File: config.mk
export PLATFORM = sky130hd
export DESIGN_NAME = otp_fuse_regif
export DESIGN_NICKNAME = d
export VERILOG_FILES = /design/src/rtl/otp_regif_pkg.sv /design/src/rtl/otp_addr_decode.sv /design/src/rtl/otp_reg_bank.sv /design/src/rtl/otp_fuse_store.sv /design/src/rtl/otp_fuse_regif.sv
export SDC_FILE = /design/constraint.sdc
export NUM_CORES = 1
export LEC_CHECK = 0
export BUFFER_PORTS_ARGS = -buffer_cell sky130_fd_sc_hd__buf_2
export CAP_MARGIN = 25
export CORE_MARGIN = 4
export CORE_UTILIZATION = 45
export CTS_BUF_LIST = sky130_fd_sc_hd__clkbuf_2
export CTS_CLUSTER_SIZE = 10
export DETAILED_ROUTE_END_ITERATION = 10
export GPL_TIMING_DRIVEN = 0
export HOLD_SLACK_MARGIN = 0.12
export PLACE_DENSITY = 0.73
export SLEW_MARGIN = 5
export SYNTH_ARGS = -nofsm -noshare
export SYNTH_HDL_FRONTEND = slang
export SYNTH_HIERARCHICAL = 1
export SYNTH_SLANG_ARGS = --single-unit
export TNS_END_PERCENT = 100
File: constraint.sdc
create_clock -name clk -period 5.3 [get_ports clk]
set_clock_uncertainty 0.15 [all_clocks]
set_input_delay 1.59 -clock clk [delete_from_list [all_inputs] [get_ports clk]]
set_output_delay 1.59 -clock clk [all_outputs]
set_load 0.05 [all_outputs]
File: src/rtl/otp_regif_pkg.sv
package otp_regif_pkg;

  localparam int NREG = 15;

  typedef enum logic [3:0] {
    RA_ADDR  = 4'd0,
    RA_AIO   = 4'd1,
    RA_ASTB  = 4'd2,
    RA_CE    = 4'd3,
    RA_CLK   = 4'd4,
    RA_DIN   = 4'd5,
    RA_DOUT  = 4'd6,
    RA_DSTB  = 4'd7,
    RA_PROG  = 4'd8,
    RA_TCTL  = 4'd9,
    RA_TMODE = 4'd10,
    RA_TREP  = 4'd11,
    RA_TROW  = 4'd12,
    RA_TRIM  = 4'd13,
    RA_WEN   = 4'd14
  } reg_id_e;

  localparam logic [31:0] ERASED_WORD = 32'hFFFF_FFFF;
  localparam logic [31:0] GATED_WORD  = 32'h0000_00FF;

  // Contents of one fuse word as a function of its index.
  function automatic logic [31:0] fuse_word(input logic [31:0] idx,
                                            input logic [31:0] sidx,
                                            input logic [31:0] ser);
    if (idx == sidx)           return ser;
    else if (idx == sidx + 1)  return ~ser;
    else                       return ERASED_WORD;
  endfunction

  // True when a byte offset selects a register.
  function automatic logic offset_mapped(input logic [31:0] off);
    return (off[1:0] == 2'b00) && ((off >> 2) < NREG);
  endfunction

endpackage

File: src/rtl/otp_addr_decode.sv
module otp_addr_decode
  import otp_regif_pkg::*;
#(
  parameter int BUS_AW = 8
) (
  input  logic [BUS_AW-1:0] addr,
  output logic              hit,
  output logic [3:0]        reg_idx
);
  logic [31:0] off32;
  logic [31:0] word;

  always_comb begin
    off32   = 32'(addr);
    word    = off32 >> 2;
    hit     = offset_mapped(off32);
    reg_idx = word[3:0];
  end
endmodule

File: src/rtl/otp_reg_bank.sv
module otp_reg_bank
  import otp_regif_pkg::*;
#(
  parameter int FUSE_AW = 12
) (
  input  logic                       clk,
  input  logic                       rst_n,
  input  logic                       wr_en,
  input  logic                       hit,
  input  logic [3:0]                 reg_idx,
  input  logic [31:0]                wdata,
  output logic [NREG-1:0][31:0]      regs_q
);
  localparam logic [31:0] ADDR_MASK = 32'((64'd1 << FUSE_AW) - 1);

  logic [NREG-1:0] wr_hit;

  for (genvar i = 0; i < NREG; i++) begin : g_reg
    assign wr_hit[i] = wr_en && hit && (reg_idx == 4'(i));
    if (i == int'(RA_DOUT)) begin : g_ro
      assign regs_q[i] = '0;
    end else if (i == int'(RA_ADDR)) begin : g_addr
      logic [31:0] q;
      always_ff @(posedge clk) begin
        if (!rst_n)         q <= '0;
        else if (wr_hit[i]) q <= wdata & ADDR_MASK;
      end
      assign regs_q[i] = q;
    end else begin : g_rw
      logic [31:0] q;
      always_ff @(posedge clk) begin
        if (!rst_n)         q <= '0;
        else if (wr_hit[i]) q <= wdata;
      end
      assign regs_q[i] = q;
    end
  end


  addr_mask_chk: assert property (@(posedge clk) disable iff (!rst_n)
    wr_hit[RA_ADDR] |=> regs_q[RA_ADDR] == ($past(wdata) & ADDR_MASK));


  dout_write_chk: assert property (@(posedge clk) disable iff (!rst_n)
    (wr_en && hit && reg_idx == RA_DOUT) |=> $stable(regs_q));
endmodule

File: src/rtl/otp_fuse_store.sv
module otp_fuse_store
  import otp_regif_pkg::*;
#(
  parameter int FUSE_AW    = 12,
  parameter int SERIAL_IDX = 'hFC
) (
  input  logic               clk,
  input  logic               rst_n,
  input  logic [31:0]        serial_i,
  input  logic [FUSE_AW-1:0] fuse_idx,
  output logic [31:0]        fuse_data
);
  logic [31:0] serial_q;

  always_ff @(posedge clk) begin
    if (!rst_n) serial_q <= serial_i;
  end

  assign fuse_data = fuse_word(32'(fuse_idx), 32'(SERIAL_IDX), serial_q);


  serial_hold_chk: assert property (@(posedge clk) disable iff (!rst_n)
    rst_n |=> $stable(serial_q));
endmodule

File: src/rtl/otp_fuse_regif.sv
module otp_fuse_regif
  import otp_regif_pkg::*;
#(
  parameter int BUS_AW     = 8,
  parameter int FUSE_AW    = 12,
  parameter int SERIAL_IDX = 'hFC
) (
  input  logic              clk,
  input  logic              rst_n,
  input  logic [31:0]       serial_i,
  input  logic              wr_en,
  input  logic              rd_en,
  input  logic [BUS_AW-1:0] addr,
  input  logic [31:0]       wdata,
  output logic [31:0]       rdata,
  output logic              access_err
);
  logic                  hit;
  logic [3:0]            reg_idx;
  logic [NREG-1:0][31:0] regs_q;
  logic [31:0]           fuse_data;
  logic                  array_enabled;
  logic                  bad_write;

  otp_addr_decode #(.BUS_AW(BUS_AW)) u_dec (
    .addr    (addr),
    .hit     (hit),
    .reg_idx (reg_idx)
  );

  otp_reg_bank #(.FUSE_AW(FUSE_AW)) u_regs (
    .clk     (clk),
    .rst_n   (rst_n),
    .wr_en   (wr_en),
    .hit     (hit),
    .reg_idx (reg_idx),
    .wdata   (wdata),
    .regs_q  (regs_q)
  );

  otp_fuse_store #(.FUSE_AW(FUSE_AW), .SERIAL_IDX(SERIAL_IDX)) u_fuse (
    .clk       (clk),
    .rst_n     (rst_n),
    .serial_i  (serial_i),
    .fuse_idx  (regs_q[RA_ADDR][FUSE_AW-1:0]),
    .fuse_data (fuse_data)
  );

  assign array_enabled = regs_q[RA_CE][0] & regs_q[RA_DSTB][0] & regs_q[RA_TRIM][0];
  assign bad_write     = wr_en && !hit;

  always_comb begin
    rdata = '0;
    if (rd_en && hit) begin
      if (reg_idx == RA_DOUT) rdata = array_enabled ? fuse_data : GATED_WORD;
      else                    rdata = regs_q[reg_idx];
    end
  end

  always_ff @(posedge clk) begin
    if (!rst_n)         access_err <= 1'b0;
    else if (bad_write) access_err <= 1'b1;
  end


  gated_read_chk: assert property (@(posedge clk) disable iff (!rst_n)
    (rd_en && hit && reg_idx == RA_DOUT && !array_enabled) |-> rdata == GATED_WORD);


  err_set_chk: assert property (@(posedge clk) disable iff (!rst_n)
    bad_write |=> access_err);


  err_sticky_chk: assert property (@(posedge clk) disable iff (!rst_n)
    access_err |=> access_err);


  idle_zero_chk: assert property (@(posedge clk) disable iff (!rst_n)
    !rd_en |-> rdata == 32'd0);


  unmapped_read_chk: assert property (@(posedge clk) disable iff (!rst_n)
    (rd_en && !hit) |-> rdata == 32'd0);
endmodule

==> results.toml <==
[outcome]
status = "finished with violations"
violations = "negative setup slack"

[logic_synthesis]
netlist_instances = 2094
synth.avg_cell_area_um2 = 10.2
synth_area_um2 = 21400
yosysWarnings = 6

[clocking]
clockBufferDepth = 3
holdBufCountCts = 0
cts-htree-levels = 3
clk_latency_ns = 1.08
cts_tree = "yes"
cts-root-buf = "clkbuf_2"
clock-sinks = 461
numCtsBuffers = 112
clk_pin_slew_worst_paths_ns = 0.09

[setup_path]
reg2reg_slack_ns = 4.09
r2r_cells = 2
endpoint = "rdata[19]"
crit_type = "primary input to output port"
endpoint_kind = "output port"
cp_max_fo = 8
critPathSlowestCell = "or4_4"
crit_top_cell = "buf_12"
reg2reg_to = "u_regs/g_reg[0].g_addr.q[6]"
start_kind = "primary input"
cpPeakStageDelay_ns = 0.53
startpoint = "addr[7]"
critPathArrivalTime_ns = 3.57
path_cells = "buf_6 > or4_4 > a41oi_4 > buf_12 > nand2_8 > clkbuf_16 > buf_12 > nor4_4 > o31a_2 > buf_8"
required_ns = 3.56
r2r_start = "u_regs/g_reg[0].g_addr.q[6]"

[detailed_routing]
drtIter0Drc = 1585
wirelength_mm = 70.2
vias_per_cell = 5.75
dr_total_vias = 17400
wl_per_cell_um = 23.1
dr.pass1.iters = 6
ant_nets = 0
drc = 0

[global_routing]
grt_remaining_overflow = 0
grt_pass1_vias = 17900
track_usage_pct = 26.9
grt_max_degree = 23
grt_pass1_wl_mm = 105
antenna_found_initial = 1

[timing]
setup_viol = 1
fmax_mhz = 188
fin_tns_setup_ns = -0.0126
hold_viol = 0
period_share_pct = 100
finalMaxSlewViolations = 0
rsz0062_at_grt = "yes"
tightest_slew_ns = 0.919
min_period_ns = 5.31
maxSlewHeadroom_pct = 38.8
worst_slack_ns = -0.0126

[pwr]
ir_worst_vdd_mv = 0.128
p_leak_nw = 9.92
power.density_nw_per_um2 = 255

[run]
maxCapViolCount = 0

[finish]
fin_util_pct = 53.5
drive_above_1_share_pct = 25.3
final_nets = 2426
area_growth_pct = 16.9

[floorplanning]
die_x_um = 226
dieArea_um2 = 51100
coreArea_um2 = 46800
io_pins = 109
die_h_um = 226
initial_core_util_pct = 45.8
row_count = 79

[place]
io_buffers = 108
gp_congestion = 0.966
dpl.hpwl_mm = 47.9

[min_path]
hp-class = "register to register"
worstHoldStart = "u_regs/g_reg[13].g_rw.q[26]"
[metrics by stage]
step / setup slack (ns) / total power [mW] / std cells / instance area [um^2] / hold slack [ns]
after global placement: -1.01 / 4.10 / 2828 / 22900 / 0.288
after global routing: -0.0555 / 6.64 / 3031 / 25000 / 0.323
final: -0.0126 / 6.39 / 3033 / 25000 / 0.309
after floorplan: -0.0103 / 3.91 / 2113 / 21600 / 0.280
after detailed placement: -1.08 / 4.11 / 2829 / 23000 / 0.294
after CTS: -0.0118 / 6.42 / 3024 / 24700 / 0.309
[area by class of cell]
type | instances | area (um^2)
multi-input combinational | 1417 | 11200
fill | 4148 | 21700
tap | 607 | 759
timing repair buffer | 126 | 1030
buffer | 228 | 1460
antenna | 3 | 7.51
inverter | 4 | 15.0
clock buffer | 169 | 846
sequential | 461 | 9550
clock inverter | 18 | 104
[what timing repair did]
action | in CTS | in global routing
pin swaps | 26 | 10
gates cloned | 2 | 0
resized for setup | 165 | 66
endpoints found under the setup margin | 32 | 31
buffers inserted | 7 | 8
[sequential cells by signal, summed over array words and instances, names as in the netlist]
register	count
u_regs/g.g_rw.q	416
u_regs/g.g_addr.q	12
access_err	1
u_fuse/serial_q	32
[worst min-delay path by stage]
stage,cells past startpoint,endpoint,slack [ns]
2_1_floorplan,2,u_regs/g_reg[9].g_rw.q[14],0.28
3_3_place_gp,2,u_regs/g_reg[10].g_rw.q[22],0.29
3_5_place_dp,2,u_regs/g_reg[10].g_rw.q[1],0.29
4_1_cts,2,u_regs/g_reg[13].g_rw.q[26],0.31
5_1_grt,2,u_regs/g_reg[13].g_rw.q[27],0.32
6_report,2,u_regs/g_reg[13].g_rw.q[26],0.31
[report_power, final]
group	switching, mW	internal, mW	total [mW]
logic	0.373	0.175	0.548
registers	0.0125	3.53	3.54
clock network	1.42	0.881	2.31
total	1.81	4.58	6.39
[worst max-delay path, delay by kind of cell]
family	cells	cell delay, ns
simple gates	3	0.78
buf+inv	5	0.71
compound gates	2	0.48
[routing by layer]
| layer | global-route usage (%) | routed length (um) | vias to the layer above |
|---|---|---|---|
| li1 | - | - | 7830 |
| met1 | 34.5 | 28300 | 8539 |
| met4 | 11.1 | 2610 | 0 |
| met5 | 0 | 0 | - |
| met2 | 42.6 | 32200 | 887 |
| met3 | 8.07 | 7050 | 176 |
[cell usage in the layout (no fill, tap or decap), types with 19 or more instances in the layout]
cell type  instances
buf_2            107
dfxtp_1          427
conb_1            20
mux2_2            31
nand4_1           33
o31a_2            19
nor2_1            90
mux2i_1          460
edfxtp_1          32
nand2_1          487
xnor2_1           32
clkbuf_2         181
buf_6             30
mux4_2            53
buf_8             21
nor4_4            20
a211oi_1          22
clkbuf_1          81
buf_4             67
a22oi_1           23
No activity file was read; power rests on OpenSTA's default activity.
